--- src/rtl/ckd_pkg.sv ---
package ckd_pkg;

    typedef enum logic [1:0] {
        ST_PASS = 2'd0,
        ST_HIGH = 2'd1,
        ST_LOW  = 2'd2
    } div_state_t;

    typedef struct packed {
        logic       cpu_ext;
        logic [2:0] cpu_n;
        logic       usb_ext;
        logic       usb_half;
        logic [1:0] it_src;
        logic [1:0] it_pre;
        logic [1:0] cap_src;
        logic [1:0] out_src;
    } ckd_cfg_t;

    // processor ratio: 2^n, with the unused code 6 folded onto 7
    function automatic logic [7:0] cpu_ratio_of(input logic [2:0] n);
        logic [2:0] e;
        e = (n == 3'd6) ? 3'd7 : n;
        return 8'd1 << e;
    endfunction

endpackage

--- src/rtl/ckd_cfg_regs.sv ---
module ckd_cfg_regs
    import ckd_pkg::*;
#(
    parameter int AW = 2,
    parameter int DW = 8
) (
    input  logic          clk,
    input  logic          rst_n,
    input  logic          we,
    input  logic [AW-1:0] addr,
    input  logic [DW-1:0] wdata,
    output ckd_cfg_t      cfg
);

    localparam ckd_cfg_t CFG_RST = '{
        cpu_ext: 1'b0, cpu_n: 3'd0, usb_ext: 1'b0, usb_half: 1'b1,
        it_src: 2'd0, it_pre: 2'd0, cap_src: 2'd0, out_src: 2'd0
    };

    always_ff @(posedge clk) begin
        if (!rst_n) begin
            cfg <= CFG_RST;
        end else if (we) begin
            unique case (addr)
                AW'(0): begin
                    cfg.cpu_ext <= wdata[0];
                    cfg.cpu_n   <= wdata[3:1];
                end
                AW'(1): begin
                    cfg.usb_ext  <= wdata[0];
                    cfg.usb_half <= wdata[1];
                end
                AW'(2): begin
                    cfg.it_src <= wdata[1:0];
                    cfg.it_pre <= wdata[3:2];
                end
                default: begin
                    cfg.cap_src <= wdata[1:0];
                    cfg.out_src <= wdata[3:2];
                end
            endcase
        end
    end

endmodule

--- src/rtl/ckd_src_mux.sv ---
module ckd_src_mux #(
    parameter int N  = 4,
    parameter int SW = (N > 1) ? $clog2(N) : 1
) (
    input  logic          clk,
    input  logic          rst_n,
    input  logic [N-1:0]  srcs,
    input  logic [SW-1:0] sel,
    output logic          out_o
);

    always_ff @(posedge clk) begin
        if (!rst_n) out_o <= 1'b0;
        else        out_o <= srcs[sel];
    end

endmodule

--- src/rtl/ckd_divider.sv ---
module ckd_divider
    import ckd_pkg::*;
#(
    parameter int RW = 8
) (
    input  logic          clk,
    input  logic          rst_n,
    input  logic          src,
    input  logic [RW-1:0] ratio,
    output logic          div_o
);

    localparam logic [RW-1:0] ONE = RW'(1);

    logic          src_q;
    logic [RW-1:0] cnt_q, cnt_d;
    logic [RW-1:0] rat_q, rat_d;
    div_state_t    st_q, st_d;
    logic          rise, at_wrap;

    assign rise    = src & ~src_q;
    assign at_wrap = (cnt_q == rat_q - ONE);

    // next-state process
    always_comb begin
        st_d  = st_q;
        cnt_d = cnt_q;
        rat_d = rat_q;
        if (rise) begin
            if (at_wrap) begin
                cnt_d = '0;
                rat_d = (ratio == '0) ? ONE : ratio;
                st_d  = (rat_d == ONE) ? ST_PASS : ST_HIGH;
            end else begin
                cnt_d = cnt_q + ONE;
                st_d  = (cnt_d < (rat_q >> 1)) ? ST_HIGH : ST_LOW;
            end
        end
    end

    // state register process
    always_ff @(posedge clk) begin
        if (!rst_n) begin
            src_q <= 1'b0;
            cnt_q <= '0;
            rat_q <= ONE;
            st_q  <= ST_PASS;
        end else begin
            src_q <= src;
            cnt_q <= cnt_d;
            rat_q <= rat_d;
            st_q  <= st_d;
        end
    end

    // output process
    always_comb begin
        unique case (st_q)
            ST_PASS: div_o = src_q;
            ST_HIGH: div_o = 1'b1;
            ST_LOW:  div_o = 1'b0;
            default: div_o = 1'b0;
        endcase
    end

    assert_cnt_bound_R10: assert property (@(posedge clk) disable iff (!rst_n)
        cnt_q < rat_q);

    assert_ratio_at_wrap_R10: assert property (@(posedge clk) disable iff (!rst_n)
        (rat_q != $past(rat_q)) |-> (cnt_q == '0));

    assert_pass_unity_R11: assert property (@(posedge clk) disable iff (!rst_n)
        (st_q == ST_PASS) |-> (rat_q == ONE));

endmodule

--- src/rtl/ckd_clock_unit.sv ---
module ckd_clock_unit
    import ckd_pkg::*;
#(
    parameter int AW     = 2,
    parameter int DW     = 8,
    parameter int CPU_RW = 8,
    parameter int TMR_RW = 3,
    parameter int USB_RW = 2
) (
    input  logic          clk,
    input  logic          rst_n,
    input  logic          src_ext,
    input  logic          src_int,
    input  logic          src_lp,
    input  logic          cfg_we,
    input  logic [AW-1:0] cfg_addr,
    input  logic [DW-1:0] cfg_wdata,
    output logic          cpu_clk_o,
    output logic          usb_clk_o,
    output logic          itmr_clk_o,
    output logic          cap_clk_o,
    output logic          clk_out_o
);

    localparam int SEL2 = 1;
    localparam int SEL4 = 2;

    ckd_cfg_t cfg;
    logic cpu_src, usb_src, it_src;
    logic [CPU_RW-1:0] cpu_ratio;
    logic [TMR_RW-1:0] it_ratio;
    logic [USB_RW-1:0] usb_ratio;

    ckd_cfg_regs #(.AW(AW), .DW(DW)) u_regs (
        .clk(clk), .rst_n(rst_n), .we(cfg_we), .addr(cfg_addr),
        .wdata(cfg_wdata), .cfg(cfg)
    );

    assign cpu_ratio = CPU_RW'(cpu_ratio_of(cfg.cpu_n));
    assign it_ratio  = TMR_RW'(cfg.it_pre) + TMR_RW'(1);
    assign usb_ratio = cfg.usb_half ? USB_RW'(2) : USB_RW'(1);

    // source selection
    ckd_src_mux #(.N(2), .SW(SEL2)) u_cpu_mux (
        .clk(clk), .rst_n(rst_n), .srcs({src_ext, src_int}),
        .sel(cfg.cpu_ext), .out_o(cpu_src)
    );
    ckd_src_mux #(.N(2), .SW(SEL2)) u_usb_mux (
        .clk(clk), .rst_n(rst_n), .srcs({src_ext, src_int}),
        .sel(cfg.usb_ext), .out_o(usb_src)
    );
    ckd_src_mux #(.N(4), .SW(SEL4)) u_cap_mux (
        .clk(clk), .rst_n(rst_n), .srcs({src_int, src_lp, src_ext, src_int}),
        .sel(cfg.cap_src), .out_o(cap_clk_o)
    );
    ckd_src_mux #(.N(4), .SW(SEL4)) u_it_mux (
        .clk(clk), .rst_n(rst_n), .srcs({cap_clk_o, src_lp, src_ext, src_int}),
        .sel(cfg.it_src), .out_o(it_src)
    );
    ckd_src_mux #(.N(4), .SW(SEL4)) u_out_mux (
        .clk(clk), .rst_n(rst_n), .srcs({cpu_clk_o, src_lp, src_ext, src_int}),
        .sel(cfg.out_src), .out_o(clk_out_o)
    );

    // dividers
    ckd_divider #(.RW(CPU_RW)) u_cpu_div (
        .clk(clk), .rst_n(rst_n), .src(cpu_src), .ratio(cpu_ratio), .div_o(cpu_clk_o)
    );
    ckd_divider #(.RW(USB_RW)) u_usb_div (
        .clk(clk), .rst_n(rst_n), .src(usb_src), .ratio(usb_ratio), .div_o(usb_clk_o)
    );
    ckd_divider #(.RW(TMR_RW)) u_it_div (
        .clk(clk), .rst_n(rst_n), .src(it_src), .ratio(it_ratio), .div_o(itmr_clk_o)
    );

    assert_cpu_pow2_R3: assert property (@(posedge clk) disable iff (!rst_n)
        $countones(cpu_ratio) == 1);

    assert_code6_R4: assert property (@(posedge clk) disable iff (!rst_n)
        (cfg.cpu_n == 3'd6) |-> (cpu_ratio == CPU_RW'(128)));

    assert_usb_ratio_R5: assert property (@(posedge clk) disable iff (!rst_n)
        (usb_ratio == USB_RW'(1)) || (usb_ratio == USB_RW'(2)));

    assert_it_ratio_R7: assert property (@(posedge clk) disable iff (!rst_n)
        (it_ratio >= TMR_RW'(1)) && (it_ratio <= TMR_RW'(4)));

endmodule

--- config.mk ---
export PLATFORM = sky130hd
export DESIGN_NAME = ckd_clock_unit
export DESIGN_NICKNAME = d
export VERILOG_FILES = /design/src/rtl/ckd_pkg.sv /design/src/rtl/ckd_cfg_regs.sv /design/src/rtl/ckd_src_mux.sv /design/src/rtl/ckd_divider.sv /design/src/rtl/ckd_clock_unit.sv
export SDC_FILE = /design/constraint.sdc
export NUM_CORES = 1
export LEC_CHECK = 0
export ABC_AREA = 1
export BUFFER_PORTS_ARGS = -buffer_cell sky130_fd_sc_hd__buf_2
export CORE_MARGIN = 2
export CORE_UTILIZATION = 55
export CTS_CLUSTER_DIAMETER = 40
export CTS_CLUSTER_SIZE = 8
export DETAILED_ROUTE_END_ITERATION = 10
export PLACE_DENSITY = 0.75
export SLEW_MARGIN = 20
export SYNTH_ARGS = -nofsm -noshare
export SYNTH_HDL_FRONTEND = slang
export SYNTH_SLANG_ARGS = --single-unit
--- constraint.sdc ---
create_clock -name clk -period 4.2 [get_ports clk]
set_input_delay 0.21 -clock clk [delete_from_list [all_inputs] [get_ports clk]]
set_output_delay 0.21 -clock clk [all_outputs]
set_load 0.05 [all_outputs]
* Word level (Yosys, flattened, before mapping)
Index checks and enable logic that the tools add are counted.
** Storage, ports and cells
- Register bits :: 54
- Output and inout bits :: 5
- Logic and storage cells :: 105
** Operators by class
- Equal/unequal tests :: 12
- Add/sub/neg operators :: 7
- Shifts and indexed selects :: 1
- Magnitude comparators :: 8
- Mux-type cells :: 30
- Reduce and logical (&&, ||, !) cells :: 15
- Bitwise gates (word level) :: 7
** Operators with widths (count)
- $mux W2 :: 9
- $mux W8 :: 2
- $reduce_and A2 Y1 :: 7
- $eq A2 B1 Y1 const B :: 5
- $logic_not A2 Y1 :: 5
- $mux W1 :: 10
- $lt A2 B3 Y1 const B :: 3
- $mux W3 :: 3
- $add A8 B1 Y8 const B :: 1
- $eq A8 B1 Y1 const B :: 1
- $eq A8 B8 Y1 :: 1
- $logic_not A8 Y1 :: 1
- $lt A8 B7 Y1 :: 1
- $shl A1 B3 Y8 const A :: 1
- $sub A8 B1 Y8 const B :: 1
- $bmux W1 S2 :: 3
- $pmux W1 S2 :: 3
- $lt A1 B2 Y1 const B :: 2
- $not A1 Y1 :: 4
- $add A2 B1 Y3 const B :: 1
- $add A3 B1 Y3 const B :: 1
- $and A1 B1 Y1 :: 3
- $eq A3 B1 Y1 const B :: 1
- $eq A3 B3 Y1 :: 1
- 10 further kinds :: 10

* Longest topological paths before layout
Gate-level depths: netlist of run 1.
- Depth in word-level cells :: 8
- Depth in mapped cells :: 16
- Depth with buffers taken out :: 15

* Hierarchy
From an unflattened synthesis of run 1, not the netlist that was laid out.
** Unflattened totals
- Cells, all modules :: 497
- Area, all modules :: 3221.8 um^2
** By module, submodules not included
- ckd_divider at u_cpu_div :: instances 1, seq. area each 380.4 um^2, cells an instance 209, area an instance 1345.0 um^2
- ckd_cfg_regs :: instances 1, seq. area each 280.3 um^2, cells an instance 90, area an instance 588.1 um^2
- ckd_divider at u_it_div :: instances 1, seq. area each 180.2 um^2, cells an instance 75, area an instance 546.8 um^2
- ckd_divider at u_usb_div :: instances 1, seq. area each 140.1 um^2, cells an instance 49, area an instance 346.6 um^2
- ckd_src_mux at u_cap_mux ... :: instances 3, seq. area each 20.0 um^2, cells an instance 15, area an instance 76.3 um^2
- ckd_clock_unit :: instances 1, seq. area each 0.0 um^2, cells an instance 17, area an instance 83.8 um^2
- ckd_src_mux at u_cpu_mux ... :: instances 2, seq. area each 20.0 um^2, cells an instance 6, area an instance 41.3 um^2

* Worst setup path after synthesis of run 1
OpenSTA, ideal clock, no wires.
- Path type :: register -> register
- From :: reg u_cpu_div.cnt_q[0]
- To :: reg u_cpu_div.st_q[0]
- Required time :: 4.131 ns
- Period minus slack after synthesis :: 1.829 ns
- Path slack :: 2.371 ns
- Arrival :: 1.761 ns
- Cell stages (with the launch flop) :: 16
- Setup time :: 0.069 ns
- Buffers on the path :: 0
- Cell sequence :: dfxtp_1 -> ha_1 -> nand2_1 -> o21ai_0 -> o21ai_0 -> inv_1 -> ha_1 -> nand2_1 -> inv_1 -> nand2_1 -> nand2_1 -> a21oi_1 -> nand2_2 -> nand2_1 -> nand2_1 -> a21oi_2
** Between the ends
- Cells in the longest elaborated chain, start to end :: 4
- Elaborated cells between the ends (all ways) :: 5
** RTL lines
- start, declared :: line ckd_divider.sv:16 : logic [RW-1:0] cnt_q, cnt_d;
- start signal, assigned :: line ckd_divider.sv:50 : cnt_q <= cnt_d;
- $add A8 B1 Y8 :: line ckd_divider.sv:35 : cnt_d = cnt_q + ONE;
- $lt A8 B7 Y1 :: line ckd_divider.sv:36 : st_d = (cnt_d < (rat_q >> 1)) ? ST_HIGH : ST_LOW;
- $mux W2 :: line ckd_divider.sv:36
- $mux W2 (*) :: line ckd_divider.sv:30 : if (at_wrap) begin
- end signal, assigned :: line ckd_divider.sv:52 : st_q <= st_d;
- end, declared :: line ckd_divider.sv:18 : div_state_t st_q, st_d;
Every way passes the cells marked *; elsewhere a longest branch is shown, timed or not.
A chain may end at the register's enable or synchronous reset.

* Worst setup path after layout of run 1
Ends and elaborated chain as after synthesis.

==> summary.md, run 1 <==
| Metric | Value |
|---|---|
| Outcome | finished, final reports clean |
| Internal power | 931 uW |
| Tot GR Track Use | 0.207 |
| First-pass iteration count of the detailed router | 4 |
| Final setup fails | 0 |
| CTS Sinks | 54 |
| Clk_lat worst skew | 0.32 ns |
| Synth unique cells | 34 |
| Tcrit/Tclk final | 0.528 |
| Largest net degree at the start of global routing | 31 |
| Worst-path clk slew | 0.11 ns |
| Critical Path AT | 2.45 ns |
| Comb pwr share | 0.376 |
| Buf/Inv on CP | 0 |
| Clock power frac | 0.238 |
| # fillers | 470 |
| # port buffers | 16 |
| Critical Path RT | 4.43 ns |
| Die X | 75.8 um |
| Pwr Total | 1530 uW |
| Num CTS Buffers | 5 |
| Most used cell along the critical path | nand2_1 |
| RD Place Congestion | 0.874 |
| Antenna viol nets, final | 0 |
| Crit-path max FO | 5 |
| Maxcap violations | 0 |
| Synthesis Warnings | 0 |
| # rows | 26 |
| Synthesized Nets | 421 |
| Placed inst area | 0.00294 mm2 |
| Via count | 2,441 |
| GR Overflow Total | 0 |
| Post-synthesis sequential area ratio | 0.381 |
| Share of cells above drive strength 1 | 0.110 |
| Critical Path Sink Type | register |
| Sw Pwr | 600 uW |
| RSZ-0062 raised after global routing | false |
| Setup_tns | 0 ns |
| Design Area, Final | 0.00306 mm2 |
| RR Endpoint | u_cpu_div.st_q[0]$_SDFFE_PN0P_ |
| Slowest stage cell, crit path | dfxtp_1 |
| Sequential power share | 0.387 |
| Clock Skew | 0.00985 ns |
| Worst VDD drop | 0.000333 V |
| Max-slew headroom | 0.444 |
| Nets | 437 |
| Detail Placement HPWL | 4.11 mm |
| Leakage power figure | 0.00136 uW |
| Final Max Slew Viols | 0 |
| Avg Inst Size Synth | 7.24 um2 |
| Worst Tran Pin Value | 0.831 ns |
| FF+latch count, synth | 54 |
| R2R depth | 11 |
| H-tree depth | 2 |
| Die area | 0.00575 mm2 |
| Core Area | 0.00504 mm2 |
| WHS Endpoint | u_regs.cfg[13]$_SDFFE_PN0P_ |
| FF-to-FF Start | u_cpu_div.cnt_q[0]$_SDFFE_PN0P_ |
| Clk buf depth | 2 |
| Io pins | 21 |
| PD cells | 501 mW/mm2 |
| Post-CTS sizing | 0 |
| WL final | 5.53 mm |
| Hold Path Depth | 3 |
| Hold Path Class | in2reg |
| Critical Path Max Stage Delay | 0.46 ns |
| Number of global-route vias before repair | 2,140 |
| CP cell instances | nand3_1, nor3_1, nor2_1, ha_1, a21oi_1, nand2_1, a21oi_1, nand2_2, nand2_1, nand2_1, a21oi_2 |
| Diodes inserted | 0 |
| Switching Fraction | 0.392 |
| Final Hold Fails | 0 |
| Crit path max-delay family | simple AND/OR/NAND/NOR gates |
| Postcts setup bufs | 0 |
| Critical path class | reg2reg |
| DRC errors left | 0 |
| Layout Cells excl Fill | 479 |
| Synth Flop Type | dfxtp_1 |
| Async S/R FF share, synth | 0 |
| Global-route wire length before repair | 9.11 mm |
| Root Buffer | clkbuf_8 |
| Routed length per instance | 11.5 um |
| Vias per inst | 5.10 |
| Worst Setup Start Kind | register |
| Register-to-register setup slack | 1.98 ns |
| Multi-input gate area | 0.00147 mm2 |
| CTS tree | yes |
| Initial core utilization | 0.563 |
| Synthesized area | 0.00284 mm2 |
| # hold bufs at CTS | 0 |
| Inst Count DP | 471 |
| Fmax | 451 MHz |
| Min Clock Period, post-route | 2.22 ns |
| Initial drt markers | 118 |
| Cells after Synth | 392 |
| Initial antenna violation count | 0 |
| Post-synth EDFFs | 0 |
| FF/Latch Area | 0.00108 mm2 |
| Area Growth Syn to Fin | 7.72% |
| Die Ht | 75.8 um |
| Hold path start | cfg_wdata[0] |
layout make-up:
class                      count  area share
multi-input combinational    273       0.482
timing repair buffer          16      0.0262
tap                           70      0.0287
inverter                      58      0.0712
clock buffer                   5      0.0225
clock inverter                 3      0.0160
sequential                    54       0.354
power by group through the flow:
stage          combinational, uW  sequential, uW  clock, uW
5_1_grt                      642             599        387
4_1_cts                      578             592        373
2_1_floorplan                540             601          0
3_3_place_gp                 559             603          0
3_5_place_dp                 576             604          0
6_report                     575             592        364
cell usage in the layout, fill, tap and decap left out, types with 3 or more instances in the layout:
cell type,Yosys,routed
nand2_1,74,74
inv_1,54,54
dfxtp_1,54,54
a21oi_1,42,42
nor2_1,35,35
o21ai_0,30,30
nand3_1,27,27
buf_2,1,16
ha_1,13,13
xor2_1,9,9
nor3_1,9,9
xnor2_1,6,6
nor2_2,5,5
clkbuf_8,0,5
inv_2,3,3
nand3_2,3,3
worst register-to-register path, cell delays in order (launching register included):
cell and delay (ns):
dfxtp_1 0.46, nand3_1 0.20, nor3_1 0.26, nor2_1 0.12, ha_1 0.30, a21oi_1 0.14, nand2_1 0.07, a21oi_1 0.25
nand2_2 0.08, nand2_1 0.06, nand2_1 0.05, a21oi_2 0.15
sequential cells by signal, summed over array words and instances, names as in the netlist, 2 cells and up:
name / count
u_usb_div.cnt_q: 2
u_cpu_div.rat_q: 8
u_usb_div.st_q: 2
u_cpu_div.st_q: 2
u_it_div.rat_q: 3
u_regs.cfg: 14
u_cpu_div.cnt_q: 8
u_usb_div.rat_q: 2
u_it_div.st_q: 2
u_it_div.cnt_q: 3
kinds of logic (layout without fill, tap and decap cells):
group | after synthesis | in the layout | synth area share
buffers and inverters | 65 | 82 | 0.100
adder cells (fa/ha/maj) | 13 | 13 | 0.0573
AO/OA/AOI/OAI | 81 | 81 | 0.151
XOR/XNOR | 15 | 15 | 0.0463
flip-flops | 54 | 54 | 0.381
AND/OR/NAND/NOR | 164 | 164 | 0.264
Yosys cell counts (2+ instances only):
cell       n  area, um2
nand4_1    2       12.5
nor3_1     9       45.0
xor2_1     9       78.8
buf_6      3       33.8
ha_1      13        163
dfxtp_1   54       1080
clkbuf_1   2       7.51
nor2_4     2       22.5
xnor2_1    6       52.6
nor2_2     5       31.3
a21oi_2    2       17.5
a21oi_1   42        210
o21ai_1    2       10.0
inv_1     54        203
nand2_2    2       12.5
inv_2      3       11.3
nand3_1   27        135
nor2_1    35        131
o21ai_0   30        150
nand3_2    3       30.0
nand2_1   74        278
layer usage:
| layer | part of all wire | wire length (um) | GRT usage | vias up |
|---|---|---|---|---|
| met5 | 0 | 0 | 0 | - |
| met4 | 0.0090 | 50 | 0.0468 | 0 |
| met2 | 0.49 | 2700 | 0.365 | 32 |
| li1 | - | - | - | 1296 |
| met1 | 0.47 | 2590 | 0.254 | 1108 |
| met3 | 0.033 | 183 | 0.0516 | 5 |
how the worst max path moves through the flow:
stage	slack (ns)	cells after the start	endpoint	startpoint
floorplan	2.37	15	u_cpu_div.st_q[0]$_SDFFE_PN0P_	u_cpu_div.cnt_q[0]$_SDFFE_PN0P_
global placement	2.07	6	u_cpu_div.rat_q[1]$_SDFFE_PN0P_	u_cpu_mux.out_o$_SDFF_PN0_
detailed placement	2.07	15	u_cpu_div.st_q[0]$_SDFFE_PN0P_	u_cpu_div.cnt_q[0]$_SDFFE_PN0P_
CTS	2.03	11	u_cpu_div.st_q[0]$_SDFFE_PN0P_	u_cpu_div.cnt_q[0]$_SDFFE_PN0P_
global route	1.77	12	u_cpu_div.st_q[0]$_SDFFE_PN0P_	u_cpu_div.cnt_q[0]$_SDFFE_PN0P_
finish	1.98	11	u_cpu_div.st_q[0]$_SDFFE_PN0P_	u_cpu_div.cnt_q[0]$_SDFFE_PN0P_
metrics by stage:
| step | utilization | hold WS, ns | worst slack, ns |
|---|---|---|---|
| 2_1_floorplan | - | 0.345 | 2.37 |
| 3_3_place_gp | 0.583 | 0.410 | 2.07 |
| 3_5_place_dp | 0.583 | 0.419 | 2.07 |
| 4_1_cts | 0.606 | 0.161 | 2.03 |
| 5_1_grt | 0.606 | 0.170 | 1.77 |
| 6_report | 0.606 | 0.171 | 1.98 |
Note: power is estimated with default switching activity, not from simulation.
==> run 2: changes to the inputs <==
Settings changed: CORE_UTILIZATION 55 to 54, PLACE_DENSITY 0.75 to 0.77.
Clock period 4.2 ns to 2 ns, I/O delays scaled along.
==> run 2 against run 1 <==
Against the previous run: clock-buffer cell count did not move; critical path type unchanged; sequential cell count did not move; setup slack got worse by 1.9 ns.
==> summary.md, run 2 (synthesis gave the netlist of run 1 again) <==
| Metric | Value |
|---|---|
| Outcome | finished, final reports clean (unchanged) |
| Design Area, Final | 0.00325 mm2 (was 0.00306 mm2) |
| DRC errors left | 0 (unchanged) |
| Crit-path max FO | 3 (was 5) |
| Die Ht | 76.5 um (was 75.8 um) |
| Vias per inst | 5.08 (was 5.10) |
| Clk_lat worst skew | 0.30 ns (was 0.32 ns) |
| Detail Placement HPWL | 4.16 mm (was 4.11 mm) |
| Max-slew headroom | 0.637 (was 0.444) |
| Buf/Inv on CP | 0 (unchanged) |
| Diodes inserted | 0 (unchanged) |
| WL final | 5.66 mm (was 5.53 mm) |
| Placed inst area | 0.00303 mm2 (was 0.00294 mm2) |
| GR Overflow Total | 0 (unchanged) |
| Nets | 451 (was 437) |
| Share of cells above drive strength 1 | 0.187 (was 0.110) |
| Clock Skew | 0.00243 ns (was 0.00985 ns) |
| Critical path class | reg2reg (unchanged) |
| First-pass iteration count of the detailed router | 4 (unchanged) |
| CTS tree | yes (unchanged) |
| FF-to-FF Start | u_cpu_div.cnt_q[0]$_SDFFE_PN0P_ (unchanged) |
| Critical Path RT | 2.24 ns (was 4.43 ns) |
| H-tree depth | 2 (unchanged) |
| Largest net degree at the start of global routing | 23 (was 31) |
| Leading cell type in the layout, fill and taps excluded | nand2_1 (unchanged) |
| RD Place Congestion | 0.828 (was 0.874) |
| Pre-CTS WS | 0.0371 ns (was 2.07 ns) |
| Worst Setup Start Kind | register (unchanged) |
| Maxcap violations | 0 (unchanged) |
| Worst Tran Pin Value | 0.544 ns (was 0.831 ns) |
| Antenna viol nets, final | 0 (unchanged) |
| Crit path to | u_cpu_div.st_q[0]$_SDFFE_PN0P_ (unchanged) |
| # rows | 26 (unchanged) |
| # fillers | 500 (was 470) |
| Initial drt markers | 74 (was 118) |
| CP cell instances | ha_4, nand2_2, nor3_2, xor2_1, ha_1, a21oi_2, nand2_2, nand2_1, nand2_1, a21oi_2 (was nand3_1, nor3_1, nor2_1, ha_1, a21oi_1, nand2_1, a21oi_1, nand2_2, nand2_1, nand2_1, a21oi_2) |
| Multi-input gate area | 0.00155 mm2 (was 0.00147 mm2) |
| Tcrit/Tclk final | 0.941 (was 0.528) |
| Min Clock Period, post-route | 1.88 ns (was 2.22 ns) |
| # port buffers | 16 (unchanged) |
| Num CTS Buffers | 5 (unchanged) |
| R2R depth | 10 (was 11) |
| Top reg by flops | u_regs.cfg (unchanged) |
| RR Endpoint | u_cpu_div.st_q[0]$_SDFFE_PN0P_ (unchanged) |
| Final Util | 0.641 (was 0.606) |
| Worst VDD drop | 0.000545 V (was 0.000333 V) |
| Core Area | 0.00507 mm2 (was 0.00504 mm2) |
| Hold Path Class | in2reg (unchanged) |
| Critical Path Max Stage Delay | 0.40 ns (was 0.46 ns) |
| Die area | 0.00585 mm2 (was 0.00575 mm2) |
| Crit path max-delay family | simple AND/OR/NAND/NOR gates (unchanged) |
| Global-route wire length before repair | 9.78 mm (was 9.11 mm) |
| Final Max Slew Viols | 0 (unchanged) |
| Final worst slack | 0.117 ns (was 1.98 ns) |
| Worst-path clk slew | 0.10 ns (was 0.11 ns) |
| Die X | 76.5 um (was 75.8 um) |
| Largest registers in the final layout | u_regs.cfg (14), u_cpu_div.cnt_q (8), u_cpu_div.rat_q (8) (unchanged) |
| Area Growth Syn to Fin | 14.6% (was 7.72%) |
| Final Hold Fails | 0 (unchanged) |
| Tot GR Track Use | 0.205 (was 0.207) |
| Via count | 2,504 (was 2,441) |
| Initial core utilization | 0.559 (was 0.563) |
| FF/Latch Area | 0.00110 mm2 (was 0.00108 mm2) |
| PD cells | 1060 mW/mm2 (was 501 mW/mm2) |
| Leakage power figure | 0.00144 uW (was 0.00136 uW) |
| Number of global-route vias before repair | 2,270 (was 2,140) |
| Io pins | 21 (unchanged) |
| Clk buf depth | 2 (unchanged) |
| Final setup fails | 0 (unchanged) |
| Setup_tns | 0 ns (unchanged) |
| Initial antenna violation count | 0 (unchanged) |
| Commonest non-fill, non-tap cells in the layout | nand2_1, inv_1, dfxtp_1 (unchanged) |
| Critical Path AT | 2.13 ns (was 2.45 ns) |
| Root Buffer | clkbuf_8 (unchanged) |
| Routed length per instance | 11.5 um (about the same) |
| Setup crit start | u_cpu_div.cnt_q[0]$_SDFFE_PN0P_ (unchanged) |
| Max FFs per register | 14 (unchanged) |
| CTS Sinks | 54 (unchanged) |
| Fmax | 531 MHz (was 451 MHz) |
| Crit path depth | 10 (was 11) |
| Slowest stage cell, crit path | dfxtp_4 (was dfxtp_1) |
| Critical Path Sink Type | register (unchanged) |
| Hold path start | cfg_wdata[0] (unchanged) |
| Register-to-register setup slack | 0.12 ns (was 1.98 ns) |
[run 2: cell count changes in the layout (fill, tap and decap cells not counted), sizes merged]
cell	previous run	this run
buf	16	30
clkinv	1	2
clkinvlp	1	0
[run 2: layer usage]
layer | vias to the layer above | wire [um] | GRT usage
met3 | 10 | 203 | 0.0391
met2 | 37 | 2750 | 0.357
met1 | 1135 | 2590 | 0.253
met4 | 0 | 121 | 0.0745
met5 | - | 0 | 0
li1 | 1322 | - | -
[run 2: how the worst min path moves through the flow]
stage	to	slack (ns)	depth (start not counted)
detailed placement	u_regs.cfg[13]$_SDFFE_PN0P_	0.41	3
global placement	u_regs.cfg[13]$_SDFFE_PN0P_	0.39	3
finish	u_regs.cfg[13]$_SDFFE_PN0P_	0.08	3
CTS	u_regs.cfg[13]$_SDFFE_PN0P_	0.08	3
global route	u_regs.cfg[4]$_SDFFE_PN0P_	0.13	3
floorplan	u_regs.cfg[13]$_SDFFE_PN0P_	0.23	2
[run 2: tightest hold or removal path, stage by stage]
cell,delay [ns]
buf_2,0.11
nor2_1,0.05
nor2_1,0.09
[run 2: what timing repair did]
action / 4_1_cts / 5_1_grt
resized for setup: 1 / 27
pin swaps: 1 / 3
hold endpoints to repair: 0 / 0
hold buffers: 0 / 0
setup buffers: 0 / 2
setup endpoints to repair: 1 / 17
[run 2: layout make-up]
class / instances / area share
clock buffer: 5 / 0.0212
clock inverter: 3 / 0.0135
inverter: 58 / 0.0670
multi-input combinational: 273 / 0.477
sequential: 54 / 0.338
tap: 70 / 0.0269
timing repair buffer: 30 / 0.0570
[run 2: through the flow]
step                hold WS (ns)  cells  power (uW)
CTS                       0.0818    491        3340
floorplan                  0.235    392        2400
detailed placement         0.408    483        2600
finish                    0.0842    493        3430
global placement           0.386    483        2570
global route               0.126    493        3670
[run 2: power by group]
group,internal [uW],switching [uW]
combinational,612,838
sequential,1170,75.4
clock,375,357
total,2160,1270
==> run 3: changes to the inputs <==
Clock period 2 ns to 1.7 ns, I/O delays scaled along.
==> run 3 against run 2 <==
Against the previous run: the run now ends with setup timing left; sequential cell count unchanged; routed wire length increased by 5.0%; setup slack worse by 0.26 ns; final area grew 5.1%; die area is the same; cell count is 2.8% higher; clock power increased by 22%; sequential share of layout area decreased by 1.6 points; largest power group unchanged; highest routed layer unchanged.
==> summary.md, run 3 (synthesis gave the netlist of run 1 again) <==
| Metric | Value |
|---|---|
| Outcome | finished, violations left (was finished, final reports clean) |
| Failing checks | setup timing |
| Leakage power figure | 0.00152 uW (was 0.00144 uW) |
| Commonest non-fill, non-tap cells in the layout | nand2_1, inv_1, dfxtp_1 (unchanged) |
| Critical Path Max Stage Delay | 0.39 ns (was 0.40 ns) |
| Detail Placement HPWL | 4.51 mm (was 4.16 mm) |
| Die X | 76.5 um (unchanged) |
| Critical Path AT | 2.10 ns (was 2.13 ns) |
| Clk buf depth | 2 (unchanged) |
| # rows | 26 (unchanged) |
| Layout Cells excl Fill | 507 (was 493) |
| Root Buffer | clkbuf_8 (unchanged) |
| Via count | 2,541 (was 2,504) |
| Nets | 465 (was 451) |
| Worst Setup Start Kind | register (unchanged) |
| Clock Skew | 0.0154 ns (was 0.00243 ns) |
| # port buffers | 16 (unchanged) |
| FF/Latch Area | 0.00110 mm2 (unchanged) |
| Share of cells above drive strength 1 | 0.229 (was 0.187) |
| Max FFs per register | 14 (unchanged) |
| Critical path class | reg2reg (unchanged) |
| Final Hold Fails | 0 (unchanged) |
| Crit-path max FO | 3 (unchanged) |
| Met3 WL | 130 um (was 203 um) |
| Number of global-route vias before repair | 2,494 (was 2,270) |
| # fillers | 450 (was 500) |
| Critical Path Sink Type | register (unchanged) |
| Max-slew headroom | 0.636 (was 0.637) |
| RSZ-0062 raised after global routing | true |
| CP cell instances | ha_4, nand2_2, nor3_2, xor2_1, ha_1, a21oi_2, nand2_2, nand2_1, nand2_1, a21oi_2 (unchanged) |
| Worst Tran Pin Value | 0.546 ns (was 0.544 ns) |
| Post-Route M1 WL | 2.70 mm (was 2.59 mm) |
| Inst Count DP | 498 (was 483) |
| CTS tree | yes (unchanged) |
| Worst VDD drop | 0.000690 V (was 0.000545 V) |
| Tcrit/Tclk final | 1.08 (was 0.941) |
| Buf/Inv on CP | 0 (unchanged) |
| Top reg by flops | u_regs.cfg (unchanged) |
| Largest registers in the final layout | u_regs.cfg (14), u_cpu_div.cnt_q (8), u_cpu_div.rat_q (8) (unchanged) |
| Worst-path clk slew | 0.11 ns (was 0.10 ns) |
| Die Ht | 76.5 um (unchanged) |
| Vias per inst | 5.01 (was 5.08) |
| Top Layer Used | met4 (unchanged) |
| Final setup fails | 11 (was 0) |
| Slowest stage cell, crit path | dfxtp_4 (unchanged) |
| Global-route wire length before repair | 10.4 mm (was 9.78 mm) |
| Tot GR Track Use | 0.215 (was 0.205) |
| Fin Hold WS | 0.0661 ns (was 0.0842 ns) |
| RD Place Congestion | 0.853 (was 0.828) |
| Antenna viol nets, final | 0 (unchanged) |
| # hold bufs at CTS | 0 (unchanged) |
| Hold Path Class | in2reg (unchanged) |
| Crit path max-delay family | adder cells (was simple AND/OR/NAND/NOR gates) |
| Critical Path RT | 1.95 ns (was 2.24 ns) |
| Final Util | 0.673 (was 0.641) |
| DRC errors left | 0 (unchanged) |
| Core Area | 0.00507 mm2 (unchanged) |
| Initial core utilization | 0.559 (unchanged) |
| Fmax | 543 MHz (was 531 MHz) |
| Initial drt markers | 84 (was 74) |
| Maxcap violations | 0 (unchanged) |
| Routed length per instance | 11.7 um (was 11.5 um) |
| CTS Sinks | 54 (unchanged) |
| Initial antenna violation count | 0 (unchanged) |
| Area Growth Syn to Fin | 20.4% (was 14.6%) |
| Length of routed met2 wiring | 3.02 mm (was 2.75 mm) |
| Leading cell type in the layout, fill and taps excluded | nand2_1 (unchanged) |
| Num CTS Buffers | 5 (unchanged) |
| Io pins | 21 (unchanged) |
| Clk_lat worst skew | 0.31 ns (was 0.30 ns) |
| Min Clock Period, post-route | 1.84 ns (was 1.88 ns) |
| PD cells | 1270 mW/mm2 (was 1060 mW/mm2) |
| WL final | 5.94 mm (was 5.66 mm) |
| GR Overflow Total | 0 (unchanged) |
| Die area | 0.00585 mm2 (unchanged) |
| Multi-input gate area | 0.00159 mm2 (was 0.00155 mm2) |
| Largest net degree at the start of global routing | 19 (was 23) |
| Final Max Slew Viols | 0 (unchanged) |
| Diodes inserted | 0 (unchanged) |
| First-pass iteration count of the detailed router | 4 (unchanged) |
| H-tree depth | 2 (unchanged) |
| Final worst slack | -0.141 ns (was 0.117 ns) |
run 3: metal layers:
layer,up-vias,GRT usage
li1,1353,-
met1,1149,0.255
met2,30,0.393
met3,9,0.0391
met4,0,0.0636
met5,-,0
run 3: layout make-up:
cell class / instances / area share
multi-input combinational: 273 / 0.466
timing repair buffer: 44 / 0.0872
sequential: 54 / 0.321
clock inverter: 3 / 0.0143
inverter: 58 / 0.0652
clock buffer: 5 / 0.0201
tap: 70 / 0.0256
run 3: where the power goes:
group | switching [uW] | internal [uW]
clock | 443 | 449
sequential | 88.3 | 1380
combinational | 1100 | 887
run 3: per-stage QoR:
| step | power [uW] | area (um2) | setup WS (ns) | setup TNS, ns |
|---|---|---|---|---|
| final | 4350 | 3420 | -0.141 | -0.331 |
| after CTS | 4320 | 3380 | -0.123 | -0.205 |
| after global routing | 4640 | 3420 | -0.326 | -2.14 |
| after detailed placement | 3260 | 3190 | -0.135 | -0.724 |
| after floorplan | 2860 | 2890 | -0.00497 | -0.00497 |
| after global placement | 3220 | 3190 | -0.0701 | -0.130 |
run 3: worst paths after layout:
| kind | slack [ns] | depth (start not counted) | to | from |
|---|---|---|---|---|
| hold reg to reg | 0.43 | 2 | u_usb_div.src_q$_SDFF_PN0_ | u_usb_mux.out_o$_SDFF_PN0_ |
| setup / recovery | -0.14 | 10 | u_cpu_div.st_q[0]$_SDFFE_PN0P_ | u_cpu_div.cnt_q[0]$_SDFFE_PN0P_ |
| hold / removal | 0.07 | 3 | u_regs.cfg[13]$_SDFFE_PN0P_ | cfg_wdata[0] |
| setup reg to reg | -0.14 | 10 | u_cpu_div.st_q[0]$_SDFFE_PN0P_ | u_cpu_div.cnt_q[0]$_SDFFE_PN0P_ |
run 3: worst reg2reg max path: stages (launching register included):
cell,delay (ns)
dfxtp_4,0.39
ha_4,0.16
nand2_2,0.07
nor3_2,0.19
xor2_1,0.23
ha_1,0.28
a21oi_2,0.18
nand2_2,0.05
nand2_1,0.05
nand2_1,0.06
a21oi_2,0.14
run 3: what timing repair did:
item                       4_1_cts  5_1_grt
setup endpoints to repair       19       26
pin swaps                        6       14
gates resized for setup         17       14
buffers inserted                 1        0
